$ cat src/rtl/tbl_access_pkg.sv
package tbl_access_pkg;
  typedef enum logic [1:0] {
    UPD_NONE     = 2'd0,
    UPD_POST_INC = 2'd1,
    UPD_POST_DEC = 2'd2,
    UPD_PRE_INC  = 2'd3
  } upd_mode_e;

  typedef enum logic [1:0] {
    SEL_PTR_LO  = 2'd0,
    SEL_PTR_MID = 2'd1,
    SEL_PTR_UP  = 2'd2,
    SEL_LATCH   = 2'd3
  } reg_sel_e;
endpackage

$ cat src/rtl/tbl_ptr.sv
module tbl_ptr
  import tbl_access_pkg::*;
#(
  parameter int PTR_W = 22
) (
  input  logic             clk_i,
  input  logic             rst_ni,
  input  logic             wr_en_i,
  input  logic [1:0]       wr_byte_i,
  input  logic [7:0]       wr_data_i,
  input  logic             upd_en_i,
  input  logic [1:0]       upd_mode_i,
  output logic [PTR_W-1:0] ptr_o,
  output logic [PTR_W-1:0] acc_addr_o
);
  localparam int LOW_W = PTR_W - 1;

  logic [PTR_W-1:0] ptr_q, ptr_inc, ptr_dec, ptr_d;
  upd_mode_e mode;

  assign mode    = upd_mode_e'(upd_mode_i);
  // space bit is held; only the low field steps and wraps
  assign ptr_inc = {ptr_q[PTR_W-1], ptr_q[LOW_W-1:0] + LOW_W'(1)};
  assign ptr_dec = {ptr_q[PTR_W-1], ptr_q[LOW_W-1:0] - LOW_W'(1)};

  always_comb begin
    ptr_d      = ptr_q;
    acc_addr_o = ptr_q;
    case (mode)
      UPD_POST_INC: ptr_d = ptr_inc;
      UPD_POST_DEC: ptr_d = ptr_dec;
      UPD_PRE_INC: begin
        ptr_d      = ptr_inc;
        acc_addr_o = ptr_inc;
      end
      default: ptr_d = ptr_q;
    endcase
  end

  always_ff @(posedge clk_i or negedge rst_ni) begin
    if (!rst_ni) begin
      ptr_q <= '0;
    end else if (upd_en_i) begin
      ptr_q <= ptr_d;
    end else if (wr_en_i) begin
      for (int i = 0; i < PTR_W; i++) begin
        if (wr_byte_i == 2'(i / 8)) ptr_q[i] <= wr_data_i[i % 8];
      end
    end
  end

  assign ptr_o = ptr_q;
endmodule

$ cat src/rtl/tbl_hold_buf.sv
module tbl_hold_buf #(
  parameter int NBYTES = 16,
  localparam int IDX_W = $clog2(NBYTES)
) (
  input  logic                clk_i,
  input  logic                rst_ni,
  input  logic                wr_en_i,
  input  logic [IDX_W-1:0]    wr_idx_i,
  input  logic [7:0]          wr_data_i,
  input  logic                clr_i,
  output logic [NBYTES*8-1:0] data_o
);
  for (genvar g = 0; g < NBYTES; g++) begin : g_byte
    logic [7:0] byte_q;
    always_ff @(posedge clk_i or negedge rst_ni) begin
      if (!rst_ni)                                 byte_q <= 8'hFF;
      else if (clr_i)                              byte_q <= 8'hFF;
      else if (wr_en_i && wr_idx_i == IDX_W'(g))   byte_q <= wr_data_i;
    end
    assign data_o[g*8 +: 8] = byte_q;
  end
endmodule

$ cat src/rtl/tbl_commit.sv
module tbl_commit #(
  parameter int PTR_W       = 22,
  parameter int HOLD_BYTES  = 16,
  parameter int ERASE_BYTES = 64,
  localparam int HOLD_AW  = $clog2(HOLD_BYTES),
  localparam int ERASE_AW = $clog2(ERASE_BYTES),
  localparam int DATA_W   = HOLD_BYTES * 8
) (
  input  logic              clk_i,
  input  logic              rst_ni,
  input  logic              prog_i,
  input  logic              erase_i,
  input  logic              ack_i,
  input  logic [PTR_W-1:0]  ptr_i,
  input  logic [DATA_W-1:0] hold_i,
  output logic              clr_o,
  output logic              req_valid_o,
  output logic              req_erase_o,
  output logic [PTR_W-1:0]  req_addr_o,
  output logic [DATA_W-1:0] req_data_o
);
  logic prog_go, erase_go;

  assign prog_go  = prog_i && !req_valid_o;
  assign erase_go = erase_i && !prog_i && !req_valid_o;
  assign clr_o    = prog_go;

  always_ff @(posedge clk_i or negedge rst_ni) begin
    if (!rst_ni) begin
      req_valid_o <= 1'b0;
      req_erase_o <= 1'b0;
      req_addr_o  <= '0;
      req_data_o  <= '0;
    end else if (prog_go) begin
      req_valid_o <= 1'b1;
      req_erase_o <= 1'b0;
      req_addr_o  <= {ptr_i[PTR_W-1:HOLD_AW], HOLD_AW'(0)};
      req_data_o  <= hold_i;
    end else if (erase_go) begin
      req_valid_o <= 1'b1;
      req_erase_o <= 1'b1;
      req_addr_o  <= {ptr_i[PTR_W-1:ERASE_AW], ERASE_AW'(0)};
      req_data_o  <= '1;
    end else if (req_valid_o && ack_i) begin
      req_valid_o <= 1'b0;
    end
  end
endmodule

$ cat src/rtl/tbl_access_unit.sv
module tbl_access_unit
  import tbl_access_pkg::*;
#(
  parameter int PTR_W       = 22,
  parameter int HOLD_BYTES  = 16,
  parameter int ERASE_BYTES = 64,
  localparam int HOLD_AW = $clog2(HOLD_BYTES),
  localparam int DATA_W  = HOLD_BYTES * 8
) (
  input  logic              clk_i,
  input  logic              rst_ni,
  input  logic              reg_we_i,
  input  logic [1:0]        reg_sel_i,
  input  logic [7:0]        reg_wdata_i,
  output logic [PTR_W-1:0]  ptr_o,
  output logic [7:0]        latch_o,
  input  logic              op_valid_i,
  input  logic              op_write_i,
  input  logic [1:0]        op_mode_i,
  output logic              op_done_o,
  output logic              mem_ren_o,
  output logic [PTR_W-1:0]  mem_raddr_o,
  input  logic [7:0]        mem_rdata_i,
  input  logic              commit_prog_i,
  input  logic              commit_erase_i,
  output logic              req_valid_o,
  output logic              req_erase_o,
  output logic [PTR_W-1:0]  req_addr_o,
  output logic [DATA_W-1:0] req_data_o,
  input  logic              req_ack_i,
  output logic              busy_o
);
  logic             op_go, rd_go, wr_go, rd_pend_q, done_q;
  logic             reg_ok, ptr_reg_we, clr;
  logic [PTR_W-1:0] acc_addr;
  logic [DATA_W-1:0] hold;
  logic [7:0]       latch_q;

  assign busy_o     = req_valid_o;
  assign op_go      = op_valid_i && !(op_write_i && busy_o);
  assign rd_go      = op_go && !op_write_i;
  assign wr_go      = op_go && op_write_i;
  // table operation wins over the register port
  assign reg_ok     = reg_we_i && !op_valid_i;
  assign ptr_reg_we = reg_ok && (reg_sel_e'(reg_sel_i) != SEL_LATCH);

  tbl_ptr #(.PTR_W(PTR_W)) u_ptr (
    .clk_i      (clk_i),
    .rst_ni     (rst_ni),
    .wr_en_i    (ptr_reg_we),
    .wr_byte_i  (reg_sel_i),
    .wr_data_i  (reg_wdata_i),
    .upd_en_i   (op_go),
    .upd_mode_i (op_mode_i),
    .ptr_o      (ptr_o),
    .acc_addr_o (acc_addr)
  );

  assign mem_ren_o   = rd_go;
  assign mem_raddr_o = acc_addr;

  always_ff @(posedge clk_i or negedge rst_ni) begin
    if (!rst_ni) begin
      rd_pend_q <= 1'b0;
      done_q    <= 1'b0;
      latch_q   <= '0;
    end else begin
      rd_pend_q <= rd_go;
      done_q    <= rd_pend_q;
      if (rd_pend_q)
        latch_q <= mem_rdata_i;
      else if (reg_ok && reg_sel_e'(reg_sel_i) == SEL_LATCH)
        latch_q <= reg_wdata_i;
    end
  end

  assign latch_o   = latch_q;
  assign op_done_o = done_q;

  tbl_hold_buf #(.NBYTES(HOLD_BYTES)) u_hold (
    .clk_i     (clk_i),
    .rst_ni    (rst_ni),
    .wr_en_i   (wr_go),
    .wr_idx_i  (acc_addr[HOLD_AW-1:0]),
    .wr_data_i (latch_q),
    .clr_i     (clr),
    .data_o    (hold)
  );

  tbl_commit #(
    .PTR_W       (PTR_W),
    .HOLD_BYTES  (HOLD_BYTES),
    .ERASE_BYTES (ERASE_BYTES)
  ) u_commit (
    .clk_i       (clk_i),
    .rst_ni      (rst_ni),
    .prog_i      (commit_prog_i),
    .erase_i     (commit_erase_i),
    .ack_i       (req_ack_i),
    .ptr_i       (ptr_o),
    .hold_i      (hold),
    .clr_o       (clr),
    .req_valid_o (req_valid_o),
    .req_erase_o (req_erase_o),
    .req_addr_o  (req_addr_o),
    .req_data_o  (req_data_o)
  );
endmodule

$ cat config.mk
export PLATFORM = sky130hd
export DESIGN_NAME = tbl_access_unit
export DESIGN_NICKNAME = d
export VERILOG_FILES = /design/src/rtl/tbl_access_pkg.sv /design/src/rtl/tbl_ptr.sv /design/src/rtl/tbl_hold_buf.sv /design/src/rtl/tbl_commit.sv /design/src/rtl/tbl_access_unit.sv
export SDC_FILE = /design/constraint.sdc
export NUM_CORES = 1
export LEC_CHECK = 0
export BUFFER_PORTS_ARGS = -buffer_cell sky130_fd_sc_hd__buf_2
export CAP_MARGIN = 10
export CELL_PAD_IN_SITES_DETAIL_PLACEMENT = 0
export CELL_PAD_IN_SITES_GLOBAL_PLACEMENT = 1
export CORE_ASPECT_RATIO = 0.75
export CORE_MARGIN = 2
export CORE_UTILIZATION = 40
export CTS_CLUSTER_DIAMETER = 100
export CTS_CLUSTER_SIZE = 20
export DETAILED_ROUTE_END_ITERATION = 8
export GPL_TIMING_DRIVEN = 0
export HOLD_SLACK_MARGIN = 0.15
export PLACE_DENSITY = 0.76
export SYNTH_ARGS = -nofsm -noshare
export SYNTH_HDL_FRONTEND = slang
export SYNTH_SLANG_ARGS = --single-unit
$ cat constraint.sdc
create_clock -name clk_i -period 2.5 [get_ports clk_i]
set_input_delay 0.75 -clock clk_i [delete_from_list [all_inputs] [get_ports clk_i]]
set_output_delay 0.75 -clock clk_i [all_outputs]
set_load 0.01 [all_outputs]
==> qor.csv, run 1 <==
stage;metric;value;unit
power;Internal;8890;uW
finish;share of layout cells above drive strength 1;0.380;
detailed_routing;vias per std cell;5.51;
power;leakage power;0.00680;uW
critical_path;crit path DAT;2.36;ns
sta;RSZ-0062 raised after global routing;true;
power;Comb power frac;0.317;
sta;Final setup viols;26;
run;Max-Cap Viols;0;
logic_synthesis;Syn Inst Count;1174;
floorplan;die area;0.0349;sq mm
detailed_routing;Pre-Repair DR Iteration Count;5;
placement;Post-DP HPWL;29.3;mm
finish;synth-to-layout area growth;25.1;%
clocking;clk root buf;clkbuf_16;
sta;Hold Fails Final Rpt;0;
sta;fin crit share;1.25;
critical_path;Startpoint Class;flop;
min_path;hold crit path type;in2async;
grt;initial antenna violation count;0;
sta;Tmin final;3.11;ns
logic_synthesis;Compound-Gate Fraction of Synth Area;0.150;
grt;total track usage;0.237;
sta;fmax;0.321;GHz
critical_path;r2r startpoint;u_ptr.ptr_o[0];
clocking;CTS tree;yes;
power;Clk pwr share;0.235;
clocking;worst-skew pair later-pin latency;0.53;ns
floorplan;Die X;215;microns
critical_path;internal reg-to-reg setup slack;-0.50;ns
detailed_routing;Detail Route Antenna Nets;0;
detailed_routing;met3 WL;2.76;mm
sta;relative slew slack;0.332;
detailed_routing;met1 WL;20.2;mm
finish;Antenna Cells;0;
grt;total global routing overflow;0;
placement;placed insts;1849;
sta;worst hold slack;0.182;ns
floorplan;die height;162;microns
critical_path;CP max FO;4;
finish;commonest non-fill, non-tap cells in the layout;236 x buf_2, 169 x dfrtp_1, 136 x nor2_1;
clocking;clock buffer depth;3;
outcome;violated checks;setup timing;
logic_synthesis;asr flop ratio synth;1.00;
sta;Worst-Margin Slew;0.988;ns
logic_synthesis;Top FF cell, synth;dfrtp_1;
finish;Fill cells;3015;
placement;Placer Congestion;0.893;
sta;clock skew;0.0171;ns
logic_synthesis;library cells used by synthesis;65;
finish;layout net count;1512;
placement;input/output buffers;228;
critical_path;Critical R2R Capture;u_ptr.ptr_o[16];
detailed_routing;total number of vias;10668;
floorplan;IO Pins;235;
clocking;H-tree levels;1;
critical_path;CP endpoint kind;output pin;
clocking;Clk pin slew, worst setup/hold paths;0.09;ns
power;VDD IR max;623;uV
finish;Non-Filler Instances;1937;
detailed_routing;DRC;0;
floorplan;core footprint;0.0327;sq mm
finish;commonest non-fill, non-tap cell in the layout;buf_2;
logic_synthesis;Synth Area in XOR/XNOR;0.0157;
grt;largest net degree at the start of global routing;119;
logic_synthesis;Synth Area in Adders;0.00187;
logic_synthesis;post-synthesis mux area share;0.0876;
detailed_routing;met2 wire length;18.4;mm
critical_path;Critical Setup Path Class;reg2out;
critical_path;R2R cell count;12;
clocking;CTS sink cnt;308;
logic_synthesis;number of synthesized flops with an enable pin;0;
logic_synthesis;sequential share of the synthesized area;0.588;
power;sw frac;0.356;
logic_synthesis;Post-Synth Simple-Gate Area;0.120;
power;pwr dens;826;mW/mm^2
detailed_routing;max layer used;met4;
detailed_routing;DR iter-0 viols;866;
floorplan;Starting Density;0.409;
floorplan;Rows;57;
logic_synthesis;largest family of logic cells by synthesized area;compound AO/OA/AOI/OAI gates;
logic_synthesis;YS warnings;0;
logic_synthesis;#FFs+latches synth;308;
sta;max-slew violations;0;
placement;DP Area;0.0152;sq mm
sta;Setup WS post-layout;-0.614;ns
critical_path;WP data required;1.75;ns
clocking;Num CTS Buffers;19;
finish;post-route design area;0.0167;sq mm
detailed_routing;total wire length;42.2;mm
logic_synthesis;Mean Syn Cell Area;11.4;sq um
grt;global-route wire length before repair;64.2;mm
power;sequential power share;0.448;
clocking;Post-CTS Hold Buffers;0;
grt;vias in the first global route;10288;
detailed_routing;WL/cell;21.8;microns
logic_synthesis;Mapped Area;0.0134;sq mm
outcome;status;finished, violations left;
power;Net Sw Power;4920;uW
synthesized netlist by cell type (all sizes together), types with 13 or more instances:
master	n	area, sq um
clkbuf	76	285
nor3	29	145
and3	13	83.8
nor2	142	533
dfrtp	180	4500
inv	13	48.8
o21ai	38	190
buf	24	141
nand3	16	80.1
xnor2	17	149
nand2	90	338
dfstp	128	3360
mux2i	117	1170
a21oi	32	160
o22a	131	1150
power by group through the flow:
stage | clock network, uW | logic, uW | registers, uW
after floorplan | 0 | 1920 | 6330
after global placement | 0 | 3640 | 6240
after detailed placement | 0 | 3680 | 6250
after CTS | 3330 | 3980 | 6190
after global routing | 3500 | 4700 | 6270
final | 3240 | 4380 | 6200
worst max-delay path, cell delays in order, from the launching register on:
cell and delay (ns):
dfrtp_1 0.38, clkbuf_8 0.14, nand4_1 0.15, or4_4 0.54, nor2_4 0.16, nand4_1 0.16
xnor2_2 0.17, buf_2 0.14
logic make-up after synthesis:
family | Yosys count
AND/OR/NAND/NOR | 346
flip-flops | 308
XOR/XNOR | 24
AO/OA/AOI/OAI | 263
adder cells (fa/ha/maj) | 2
buffers and inverters | 113
other | 1
multiplexers | 117
how the worst max path moves through the flow:
stage | startpoint | endpoint | slack (ns)
floorplan | u_ptr.ptr_o[6] | mem_raddr_o[20] | -0.09
global placement | rst_ni | u_ptr.ptr_o[1] | -5.67
detailed placement | u_ptr.ptr_o[3] | mem_raddr_o[15] | -0.66
CTS | u_ptr.ptr_o[0] | mem_raddr_o[16] | -0.64
global route | u_ptr.ptr_o[0] | mem_raddr_o[19] | -0.69
finish | u_ptr.ptr_o[6] | mem_raddr_o[20] | -0.61
timing repair:
item                                    in CTS  in global routing
endpoints found under the setup margin     142                130
resized for setup                           64                 85
pin swaps                                   17                 34
buffers inserted                            22                 36
sequential cells by signal (all words and copies together), names as in the netlist:
signal	cells
u_commit.req_erase_o	1
rd_pend_q	1
u_hold.g_byte.byte_q	128
u_commit.req_data_o	128
u_commit.req_addr_o	18
u_commit.req_valid_o	1
latch_o	8
u_ptr.ptr_o	22
op_done_o	1
final cells by class:
type / count / area, sq um / share of cell area
well taps: 442 / 553 / 0.0331
clock buffers: 32 / 546 / 0.0326
inverters: 13 / 53.8 / 0.00322
plain buffers: 97 / 497 / 0.0297
clock inverters: 2 / 17.5 / 0.00105
repair buffers: 287 / 1710 / 0.102
flip-flops and latches: 308 / 7880 / 0.471
multi-input cells: 756 / 5470 / 0.327
stage by stage:
step	worst slack (ns)	setup TNS (ns)	util	power [uW]
2_1_floorplan	-0.0940	-0.366	-	8250
3_5_place_dp	-0.659	-65.49	0.465	9930
5_1_grt	-0.689	-12.78	0.512	14500
4_1_cts	-0.640	-9.97	0.495	13500
3_3_place_gp	-5.67	-1374.27	0.463	9880
6_report	-0.614	-10.40	0.512	13800
routing by layer:
layer / up-vias / global-route usage
met5: - / 0
met4: 0 / 0.0470
met3: 56 / 0.0385
met2: 383 / 0.354
met1: 5394 / 0.364
li1: 4835 / -
Power figures use the tool's default switching activity.
==> run 2: changes to the inputs <==
Settings changed: ABC_AREA set to 1, CORE_UTILIZATION 40 to 39.
Clock period 2.5 ns to 2.6 ns, I/O delays scaled along.
==> qor.csv, run 2 <==
stage;metric;value;unit;change
clocking;worst-skew pair later-pin latency;0.53;ns;about the same
critical_path;R2R cell count;19;;was 12
clocking;Num CTS Buffers;19;;unchanged
sta;Setup WS post-layout;-0.221;ns;was -0.614 ns
sta;fin crit share;1.09;;
clocking;H-tree levels;1;;unchanged
logic_synthesis;#FFs+latches synth;308;;unchanged
finish;commonest non-fill, non-tap cells in the layout;400 x nand2_1, 236 x buf_2, 181 x nand3_1;;was 236 x buf_2, 169 x dfrtp_1, 136 x nor2_1
floorplan;Die X;222;microns;was 215 microns
floorplan;die area;0.0371;sq mm;was 0.0349 sq mm
finish;synth-to-layout area growth;24.6;%;was 25.1%
clocking;Post-CTS Hold Buffers;0;;unchanged
placement;Post-DP HPWL;32.6;mm;was 29.3 mm
clocking;CTS sink cnt;308;;unchanged
finish;share of layout cells above drive strength 1;0.349;;was 0.380
clocking;clock buffer depth;3;;unchanged
detailed_routing;DRC;8;;was 0
sta;fmax;0.354;GHz;
detailed_routing;total wire length;46.6;mm;was 42.2 mm
min_path;hold crit path type;in2async;;unchanged
placement;Placer Congestion;0.945;;was 0.893
finish;Antenna Cells;0;;unchanged
power;pwr dens;1130;mW/mm^2;was 826 mW/mm^2
outcome;violated checks;DRC, setup timing;;was setup timing
critical_path;Critical R2R Capture;u_ptr.ptr_o[13];;was u_ptr.ptr_o[16]
placement;input/output buffers;229;;was 228
sta;RSZ-0062 raised after global routing;true;;unchanged
run;Max-Cap Viols;0;;unchanged
detailed_routing;vias per std cell;5.35;;was 5.51
logic_synthesis;sequential share of the synthesized area;0.568;;was 0.588
critical_path;CP max FO;3;;was 4
logic_synthesis;area leader, netlist;dfrtp_1;;unchanged
power;leakage power;0.00809;uW;was 0.00680 uW
grt;initial antenna violation count;1;;was 0
grt;largest net degree at the start of global routing;115;;was 119
sta;Tmin final;2.82;ns;
logic_synthesis;YS warnings;0;;unchanged
logic_synthesis;Top FF cell, synth;dfrtp_1;;unchanged
grt;global-route wire length before repair;70.6;mm;was 64.2 mm
logic_synthesis;library cells used by synthesis;45;;was 65
critical_path;r2r startpoint;u_ptr.ptr_o[1];;was u_ptr.ptr_o[0]
grt;total track usage;0.247;;was 0.237
clocking;Clk pin slew, worst setup/hold paths;0.09;ns;about the same
sta;Final setup viols;21;;was 26
critical_path;crit path DAT;2.04;ns;was 2.36 ns
critical_path;Critical Setup Path Class;reg2out;;unchanged
outcome;status;finished, violations left;;unchanged
finish;layout net count;1811;;was 1,512
detailed_routing;total number of vias;12041;;was 10,668
finish;commonest non-fill, non-tap cell in the layout;nand2_1;;was buf_2
detailed_routing;Detail Route Antenna Nets;0;;unchanged
detailed_routing;Pre-Repair DR Iteration Count;8;;was 5
clocking;CTS tree;yes;;unchanged
critical_path;CP endpoint kind;output pin;;unchanged
logic_synthesis;Mapped Area;0.0139;sq mm;was 0.0134 sq mm
logic_synthesis;Mean Syn Cell Area;9.56;sq um;was 11.4 sq um
sta;clock skew;0.0159;ns;was 0.0171 ns
critical_path;Startpoint Class;flop;;unchanged
power;Total Power;19600;uW;was 13,800 uW
finish;Final Util;0.496;;was 0.512
logic_synthesis;Post-synth top cells;418 x nand2_1, 187 x nand3_1, 180 x dfrtp_1, 128 x dfstp_2, 128 x o22a_1;;was 180 x dfrtp_1, 142 x nor2_1, 131 x o22a_1, 128 x dfstp_2, 117 x mux2i_1
logic_synthesis;asr flop ratio synth;1.00;;unchanged
grt;vias in the first global route;11519;;was 10,288
sta;Worst-Margin Slew;0.954;ns;was 0.988 ns
logic_synthesis;Syn Inst Count;1450;;was 1,174
sta;Hold Fails Final Rpt;0;;unchanged
critical_path;internal reg-to-reg setup slack;-0.13;ns;was -0.50 ns
sta;relative slew slack;0.360;;was 0.332
logic_synthesis;post-synth top area share;0.325;;was 0.337
detailed_routing;WL/cell;20.7;microns;was 21.8 microns
floorplan;Starting Density;0.398;;was 0.409
floorplan;core footprint;0.0348;sq mm;was 0.0327 sq mm
floorplan;die height;167;microns;was 162 microns
grt;total global routing overflow;0;;unchanged
floorplan;Rows;59;;was 57
logic_synthesis;number of synthesized flops with an enable pin;0;;unchanged
critical_path;WP data required;1.82;ns;was 1.75 ns
detailed_routing;DR iter-0 viols;1113;;was 866
clocking;clk root buf;clkbuf_16;;unchanged
power;VDD IR max;461;uV;was 623 uV
floorplan;IO Pins;235;;unchanged
sta;setup TNS;-2.46;ns;was -10.40 ns
sta;max-slew violations;0;;unchanged
logic_synthesis;count leader, synth;nand2_1;;was dfrtp_1
logic_synthesis;Synth area leaders;dfrtp_1 33%, dfstp_2 24%, nand2_1 11%;;was dfrtp_1 34%, dfstp_2 25%, mux2i_1 8.8%
placement;pre-CTS WS;-0.376;ns;was -0.659 ns
run 2: where the power goes:
part / switching [uW] / total [uW] / internal (uW)
clock: 1640 / 3040 / 1400
combinational: 4380 / 7570 / 3190
sequential: 1500 / 8950 / 7460
run 2: final cells by class:
| type | instances | area (sq um) |
|---|---|---|
| plain buffers | 75 | 378 |
| clock buffers | 32 | 524 |
| clock inverters | 2 | 25.0 |
| fillers | 3349 | 17600 |
| inverters | 68 | 292 |
| multi-input cells | 997 | 5700 |
| flip-flops and latches | 308 | 7890 |
| well taps | 457 | 572 |
| repair buffers | 312 | 1890 |
run 2: cells by family after synthesis:
logic type / Yosys count / share of synthesized area
simple gates: 752 / 0.253
flops: 308 / 0.568
compound gates: 227 / 0.123
buf+inv: 148 / 0.0450
xor+xnor: 12 / 0.00921
fa+ha+maj: 2 / 0.00181
other cells: 1 / 0.000271
run 2: through the flow:
stage,area (sq um),instances,hold slack [ns]
floorplan,13900,1453,0.396
global placement,15600,2139,0.430
detailed placement,15700,2141,0.422
CTS,16900,2227,0.271
global route,17300,2251,0.314
finish,17300,2251,0.269
run 2: worst max path at each step:
stage                                     to      startpoint  slack, ns
floorplan                    mem_raddr_o[17]    op_mode_i[0]       0.11
global placement    u_commit.req_data_o[107]          rst_ni      -5.08
detailed placement           mem_raddr_o[14]    op_mode_i[1]      -0.38
CTS                          mem_raddr_o[16]  u_ptr.ptr_o[1]      -0.25
global route                 mem_raddr_o[16]  u_ptr.ptr_o[1]      -0.27
finish                        mem_raddr_o[6]  u_ptr.ptr_o[1]      -0.22
run 2: per-layer routing:
metal	up-vias	track usage	wire length, microns
li1	5517	-	-
met1	6048	0.383	22600
met2	430	0.368	20100
met3	46	0.0393	3110
met4	0	0.0420	797
met5	-	0	0
run 2: critical path, cell delays in order, from the launching register on:
cell and delay, ns:
dfrtp_2 0.46, ha_4 0.19, buf_4 0.14, nand3_4 0.07
nor2_4 0.04, buf_4 0.14, xor2_2 0.15, o21ai_2 0.18
buf_2 0.16
run 2: timing repair:
item,4_1_cts,5_1_grt
pin swaps,20,23
resized for setup,93,58
setup endpoints to repair,20,22
hold endpoints to repair,0,0
cloned,0,0
buffers inserted,57,24
